$ cat src/rtl/dcp_bank_pkg.sv
package dcp_bank_pkg;

    localparam int NPOT   = 4;
    localparam int NREG   = 4;
    localparam int PSEL_W = $clog2(NPOT);
    localparam int RSEL_W = $clog2(NREG);

    typedef logic [PSEL_W-1:0] pot_sel_t;
    typedef logic [RSEL_W-1:0] reg_sel_t;

    typedef enum logic [2:0] {
        OP_NOP       = 3'd0,
        OP_RD_DR     = 3'd1,
        OP_WR_DR     = 3'd2,
        OP_DR_TO_W   = 3'd3,
        OP_W_TO_DR   = 3'd4,
        OP_G_DR_TO_W = 3'd5,
        OP_G_W_TO_DR = 3'd6
    } op_e;

    typedef enum logic [1:0] {
        SQ_RECALL,
        SQ_IDLE,
        SQ_ARMED,
        SQ_WRITE
    } sq_state_e;

    typedef struct packed {
        logic [NPOT-1:0] pot_mask;
        reg_sel_t        reg_sel;
    } nv_job_t;

    function automatic logic [NPOT-1:0] pot_onehot(input pot_sel_t sel);
        logic [NPOT-1:0] m;
        m = '0;
        m[sel] = 1'b1;
        return m;
    endfunction

    function automatic logic is_nv_op(input op_e op);
        return (op == OP_WR_DR) || (op == OP_W_TO_DR) || (op == OP_G_W_TO_DR);
    endfunction

endpackage

$ cat src/rtl/dcp_nv_array.sv
module dcp_nv_array
    import dcp_bank_pkg::*;
#(
    parameter int              DATA_W = 8,
    parameter logic [DATA_W-1:0] INIT = '0
) (
    input  logic                   clk,
    input  logic [NPOT-1:0]        we_mask,
    input  reg_sel_t               wr_sel,
    input  logic [NPOT*DATA_W-1:0] wr_row,
    input  reg_sel_t               rd_sel,
    output logic [NPOT*DATA_W-1:0] rd_row
);

    // Storage is deliberately never reset: its contents model nonvolatile cells.
    for (genvar p = 0; p < NPOT; p++) begin : g_pot
        logic [DATA_W-1:0] cells [NREG];

        initial begin
            for (int r = 0; r < NREG; r++) cells[r] = INIT;
        end

        always @(posedge clk) begin
            if (we_mask[p]) cells[wr_sel] <= wr_row[p*DATA_W +: DATA_W];
        end

        assign rd_row[p*DATA_W +: DATA_W] = cells[rd_sel];
    end

endmodule

$ cat src/rtl/dcp_wiper_bank.sv
module dcp_wiper_bank
    import dcp_bank_pkg::*;
#(
    parameter int DATA_W = 8
) (
    input  logic                   clk,
    input  logic                   rst,
    input  logic [NPOT-1:0]        ld_mask,
    input  logic [NPOT*DATA_W-1:0] ld_row,
    output logic [NPOT*DATA_W-1:0] wiper_row
);

    for (genvar p = 0; p < NPOT; p++) begin : g_wcr
        logic [DATA_W-1:0] wcr_q;

        always_ff @(posedge clk) begin
            if (rst)             wcr_q <= '0;
            else if (ld_mask[p]) wcr_q <= ld_row[p*DATA_W +: DATA_W];
        end

        assign wiper_row[p*DATA_W +: DATA_W] = wcr_q;
    end

endmodule

$ cat src/rtl/dcp_nv_timer.sv
module dcp_nv_timer #(
    parameter int WR_CYCLES = 50000
) (
    input  logic clk,
    input  logic rst,
    input  logic start,
    output logic busy,
    output logic done
);

    localparam int CNT_W = $clog2(WR_CYCLES + 1);

    logic [CNT_W-1:0] cnt_q;
    logic             busy_q;

    always_ff @(posedge clk) begin
        if (rst) begin
            busy_q <= 1'b0;
            cnt_q  <= '0;
        end else if (!busy_q) begin
            if (start) begin
                busy_q <= 1'b1;
                cnt_q  <= CNT_W'(WR_CYCLES - 1);
            end
        end else if (cnt_q == '0) begin
            busy_q <= 1'b0;
        end else begin
            cnt_q <= cnt_q - 1'b1;
        end
    end

    assign busy = busy_q;
    assign done = busy_q && (cnt_q == '0);

    // the remaining count never exceeds the programmed cycle length
    p_cnt_in_range_r2: assert property (@(posedge clk) disable iff (rst)
        busy_q |-> (int'(cnt_q) < WR_CYCLES));

endmodule

$ cat src/rtl/dcp_regbank.sv
module dcp_regbank
    import dcp_bank_pkg::*;
#(
    parameter int                DATA_W    = 8,
    parameter int                WR_CYCLES = 50000,
    parameter logic [DATA_W-1:0] DR_INIT   = DATA_W'(32)
) (
    input  logic                   clk,
    input  logic                   rst,
    input  logic                   cmd_valid,
    input  logic [2:0]             cmd_op,
    input  logic [PSEL_W-1:0]      cmd_pot,
    input  logic [RSEL_W-1:0]      cmd_reg,
    input  logic [DATA_W-1:0]      cmd_wdata,
    input  logic                   stop_i,
    output logic                   busy_o,
    output logic                   rd_valid_o,
    output logic [DATA_W-1:0]      rd_data_o,
    output logic [NPOT*DATA_W-1:0] wiper_o
);

    localparam int ROW_W = NPOT * DATA_W;

    sq_state_e        state_q;
    nv_job_t          job_q;
    logic [ROW_W-1:0] stage_q;
    logic [ROW_W-1:0] dr_row;
    logic [NPOT-1:0]  ld_mask;
    logic [NPOT-1:0]  we_mask;
    reg_sel_t         rd_sel;
    op_e              op;
    logic             accept;
    logic             nv_start;
    logic             nv_done;
    logic             nv_busy;

    assign op       = op_e'(cmd_op);
    assign accept   = cmd_valid && (state_q == SQ_IDLE);
    assign nv_start = (state_q == SQ_ARMED) && stop_i;
    assign rd_sel   = (state_q == SQ_RECALL) ? '0 : reg_sel_t'(cmd_reg);
    assign we_mask  = nv_done ? job_q.pot_mask : '0;

    always_comb begin
        ld_mask = '0;
        if (state_q == SQ_RECALL && !rst)
            ld_mask = '1;
        else if (accept && op == OP_DR_TO_W)
            ld_mask = pot_onehot(pot_sel_t'(cmd_pot));
        else if (accept && op == OP_G_DR_TO_W)
            ld_mask = '1;
    end

    always_ff @(posedge clk) begin
        if (rst) begin
            state_q <= SQ_RECALL;
        end else begin
            case (state_q)
                SQ_RECALL: state_q <= SQ_IDLE;
                SQ_IDLE:   if (accept && is_nv_op(op)) state_q <= SQ_ARMED;
                SQ_ARMED:  if (stop_i)  state_q <= SQ_WRITE;
                SQ_WRITE:  if (nv_done) state_q <= SQ_IDLE;
                default:   state_q <= SQ_IDLE;
            endcase
        end
    end

    always_ff @(posedge clk) begin
        if (rst) begin
            job_q   <= '0;
            stage_q <= '0;
        end else if (accept && is_nv_op(op)) begin
            job_q.reg_sel  <= reg_sel_t'(cmd_reg);
            job_q.pot_mask <= (op == OP_G_W_TO_DR) ? '1 : pot_onehot(pot_sel_t'(cmd_pot));
            stage_q        <= (op == OP_WR_DR) ? {NPOT{cmd_wdata}} : wiper_o;
        end
    end

    always_ff @(posedge clk) begin
        if (rst) begin
            rd_valid_o <= 1'b0;
            rd_data_o  <= '0;
        end else begin
            rd_valid_o <= accept && (op == OP_RD_DR);
            if (accept && op == OP_RD_DR)
                rd_data_o <= dr_row[cmd_pot*DATA_W +: DATA_W];
        end
    end

    dcp_nv_array #(.DATA_W(DATA_W), .INIT(DR_INIT)) u_array (
        .clk     (clk),
        .we_mask (we_mask),
        .wr_sel  (job_q.reg_sel),
        .wr_row  (stage_q),
        .rd_sel  (rd_sel),
        .rd_row  (dr_row)
    );

    dcp_wiper_bank #(.DATA_W(DATA_W)) u_wipers (
        .clk       (clk),
        .rst       (rst),
        .ld_mask   (ld_mask),
        .ld_row    (dr_row),
        .wiper_row (wiper_o)
    );

    dcp_nv_timer #(.WR_CYCLES(WR_CYCLES)) u_timer (
        .clk   (clk),
        .rst   (rst),
        .start (nv_start),
        .busy  (nv_busy),
        .done  (nv_done)
    );

    assign busy_o = nv_busy;

    // busy only starts after a stop pulse
    p_busy_after_stop_r3: assert property (@(posedge clk) disable iff (rst)
        $rose(busy_o) |-> $past(stop_i));

    // a strobe during busy yields no read response
    p_no_read_when_busy_r8: assert property (@(posedge clk) disable iff (rst)
        (busy_o && cmd_valid) |=> !rd_valid_o);

    // wipers cannot move while a write cycle runs
    p_wiper_hold_busy_r8: assert property (@(posedge clk) disable iff (rst)
        busy_o |=> $stable(wiper_o));

    // read responses follow a strobe
    p_read_needs_cmd_r1: assert property (@(posedge clk) disable iff (rst)
        rd_valid_o |-> $past(cmd_valid));

    // the release cycle recalls register 0 into every wiper
    p_recall_r9: assert property (@(posedge clk) disable iff (rst)
        $fell(rst) |=> (wiper_o == $past(dr_row)));

endmodule

$ cat config.mk
export PLATFORM = sky130hd
export DESIGN_NAME = dcp_regbank
export DESIGN_NICKNAME = d
export VERILOG_FILES = /design/src/rtl/dcp_bank_pkg.sv /design/src/rtl/dcp_nv_array.sv /design/src/rtl/dcp_wiper_bank.sv /design/src/rtl/dcp_nv_timer.sv /design/src/rtl/dcp_regbank.sv
export SDC_FILE = /design/constraint.sdc
export NUM_CORES = 1
export LEC_CHECK = 0
export ABC_AREA = 1
export BUFFER_PORTS_ARGS = -buffer_cell sky130_fd_sc_hd__clkbuf_2
export CORE_UTILIZATION = 52
export CTS_BUF_LIST = sky130_fd_sc_hd__clkbuf_4
export DETAILED_ROUTE_END_ITERATION = 16
export PLACE_DENSITY_LB_ADDON = 0.1
export SYNTH_ARGS = -nofsm -noshare
export SYNTH_HDL_FRONTEND = slang
export SYNTH_SLANG_ARGS = --single-unit
export TNS_END_PERCENT = 30
$ cat constraint.sdc
create_clock -name clk -period 2.7 [get_ports clk]
set_input_delay 0.405 -clock clk [delete_from_list [all_inputs] [get_ports clk]]
set_output_delay 0.405 -clock clk [all_outputs]
set_load 0.02 [all_outputs]
==> impl_metrics.json <==
{
  "cts_inserted_buffers": 55,
  "arrival_ns": 2.61,
  "routed-wl-met2_mm": 11.3,
  "end_kind": "flip-flop",
  "clock_path_buffers": 3,
  "drc": 0,
  "holdCritStartpoint": "stop_i",
  "min_path_type": "in -> reg",
  "initial_core_util_pct": 53.9,
  "dp_hpwl_mm": 16.1,
  "postCtsSetupBuffers": 0,
  "clock_latency_ns": 0.66,
  "drv_slew": 0,
  "design_area_mm2": 0.0109,
  "dpl_worst_slack_ns": 0.641,
  "async_flop_share_pct": 0,
  "yosysTopAreaCell": "edfxtp_1",
  "synth_common_cells": "198 x nand2_1, 146 x nor2_1, 128 x edfxtp_1, 98 x dfxtp_1, 91 x nand3_1",
  "critical_path_class": "reg -> reg",
  "drt_wl_total_mm": 25.4,
  "hold_viol": 0,
  "syn_nets": 1015,
  "cts_resized": 0,
  "cts.clk_slew.worst_paths_ns": 0.07,
  "multiInputGateArea_mm2": 0.00322,
  "min_period_over_period_pct": 77.1,
  "rsz0062_at_grt": "no",
  "p_per_area_mw_per_mm2": 961,
  "worst_slew_pin_slew_ns": 0.605,
  "setup_slack_ns": 0.618,
  "htreeDepth": 2,
  "ir_drop_v": 0.000657,
  "holdBufCountCts": 0,
  "startpoint_type": "flip-flop",
  "worstPathRequired_ns": 3.23,
  "slew_headroom_pct": 59.7,
  "layout.cells.non_filler": 1374,
  "row_count": 48,
  "routedWlPerCell_um": 18.5,
  "firstDrtPassIters": 5,
  "syn_area_mm2": 0.00945,
  "synth-warning-count": 0,
  "dr.max_layer_used": "met4",
  "finalPower_uw": 10400,
  "power_leakage_uw": 0.00436,
  "num_vias": 7517,
  "vias_per_cell": 5.47,
  "min_period_ns": 2.08,
  "synth.top_cells.by_area": "edfxtp_1 41%, dfxtp_1 21%, nand2_1 7.9%, nor2_1 5.8%, nand3_1 4.8%",
  "setup-tns-final_ns": 0,
  "cp-startpoint": "state_q[0]$_SDFFE_PP0P_",
  "fin_skew_ns": 0.0272,
  "gp_congestion": 0.827,
  "cp_max_fo": 24,
  "area_delta_synth_final_pct": 15.0,
  "fp.dieW_um": 137,
  "outcome": "completed",
  "cts-root-buf": "clkbuf_4",
  "drt-met1-wl_mm": 11.3,
  "dp_cells": 1270,
  "fin_nets": 1126,
  "drtAntennaViolNets": 0,
  "ys_ff_latch": 226,
  "synth_cell_types": 40,
  "cts.sinks": 226,
  "synth_ff_type": "edfxtp_1",
  "synth_area_per_cell_um2": 9.53,
  "cts_tree": "yes",
  "placeableCoreArea_mm2": 0.0175,
  "fmax_mhz": 480,
  "drt-initial-drc-count": 660,
  "io_buffers": 60,
  "ys_seq_area_share_pct": 61.4,
  "drive_gt1_share_pct": 20.1,
  "timing.rr.start": "state_q[0]$_SDFFE_PP0P_",
  "grt.overflow.total": 0,
  "grt_pass1_vias": 7036,
  "setup_violations": 0,
  "fillCellCount": 1507,
  "post-synth-top-count-cell": "nand2_1",
  "placedInstanceArea_mm2": 0.0101,
  "grt_usage_pct": 28.3,
  "synth_top_cell_area_share_pct": 40.7,
  "die-area_mm2": 0.0187,
  "die_h_um": 137,
  "met3_length_mm": 2.18,
  "synth_edf_count": 128,
  "antenna_found_initial": 1,
  "cap_viol_max_count": 0,
  "io_pins": 61,
  "ff_latch_area_mm2": 0.00581,
  "grt_max_degree": 58,
  "synthCells": 991,
  "grt_pass1_wl_mm": 38.7
}
final timing paths:
kind	cells past startpoint	end	slack (ns)
setup / recovery	9	u_wipers.g_wcr[1].wcr_q[1]$_SDFFE_PP0P_	0.62
hold / removal	4	u_timer.cnt_q[12]$_SDFFE_PP0P_	0.10
setup reg to reg	9	u_wipers.g_wcr[1].wcr_q[1]$_SDFFE_PP0P_	0.62
hold reg to reg	2	stage_q[16]$_SDFFE_PP0P_	0.48
metal layers:
| metal | vias to the layer above | global-route usage [%] |
|---|---|---|
| li1 | 3642 | - |
| met1 | 3522 | 38.9 |
| met2 | 304 | 43.4 |
| met3 | 49 | 6.56 |
| met4 | 0 | 11.2 |
| met5 | - | 0 |
cells in the final DEF, fill, tap and decap left out, drive strengths merged:
master  Yosys  layout
a22oi       1       1
clkbuf     14     140
nand3b      2       2
or2         2       2
nor3        1       1
o22ai      16      16
a21oi      72      72
bufinv      0       2
nor2      160     160
a31oi       5       5
diode       0       1
nand4       1       1
xor2        2       2
buf        28      36
inv        44      44
edfxtp    128     128
o21ai      97      97
clkinv      2      23
ha          5       5
dfxtp      98      98
nand3      94      94
and2       16      16
nand2     203     203
flip-flops by register name, summed over array words and instances (netlist names):
signal,flops
u_timer.cnt_q,16
rd_valid_o,1
state_q,2
job_q,6
u_array.g_pot.cells,128
rd_data_o,8
u_timer.busy,1
u_wipers.g_wcr.wcr_q,32
stage_q,32
critical path: stages (launching register included):
cell and delay (ns):
dfxtp_1 0.38, inv_1 0.08, ha_1 0.20, inv_2 0.10, nand2_1 0.09, inv_2 0.40
buf_4 0.25, nand2_1 0.08, a21oi_1 0.28, nor2_1 0.08
power by group:
group	internal (µW)	total, µW	leakage [µW]	switching [µW]
clock network	1570	2950	0.000448	1380
registers	3960	4230	0.00199	270
logic	1030	3260	0.00193	2240
total	6560	10400	0.00436	3890
cells by family after synthesis:
| group | share of synthesized area [%] |
|---|---|
| buffers and inverters | 4.48 |
| adders and majority gates | 0.662 |
| xor gates and xnor gates | 0.185 |
| AOI/OAI and AO/OA | 10.8 |
| and+or+nand+nor | 22.4 |
| DFF | 61.4 |
area by class of cell:
| type | instances | area share, % |
|---|---|---|
| antenna | 1 | 0.0230 |
| timing repair buffer | 96 | 5.71 |
| inverter | 46 | 1.67 |
| tap | 225 | 2.59 |
| sequential | 226 | 53.5 |
| multi-input combinational | 677 | 29.6 |
| clock inverter | 23 | 1.37 |
| clock buffer | 80 | 5.53 |
per-stage QoR:
step | utilization, % | hold slack (ns)
after CTS | 61.9 | 0.0654
after global placement | 57.6 | 0.469
after detailed placement | 57.6 | 0.471
after global routing | 61.9 | 0.0903
final | 61.9 | 0.103
after floorplan | - | 0.455
Power figures use the tool's default switching activity.
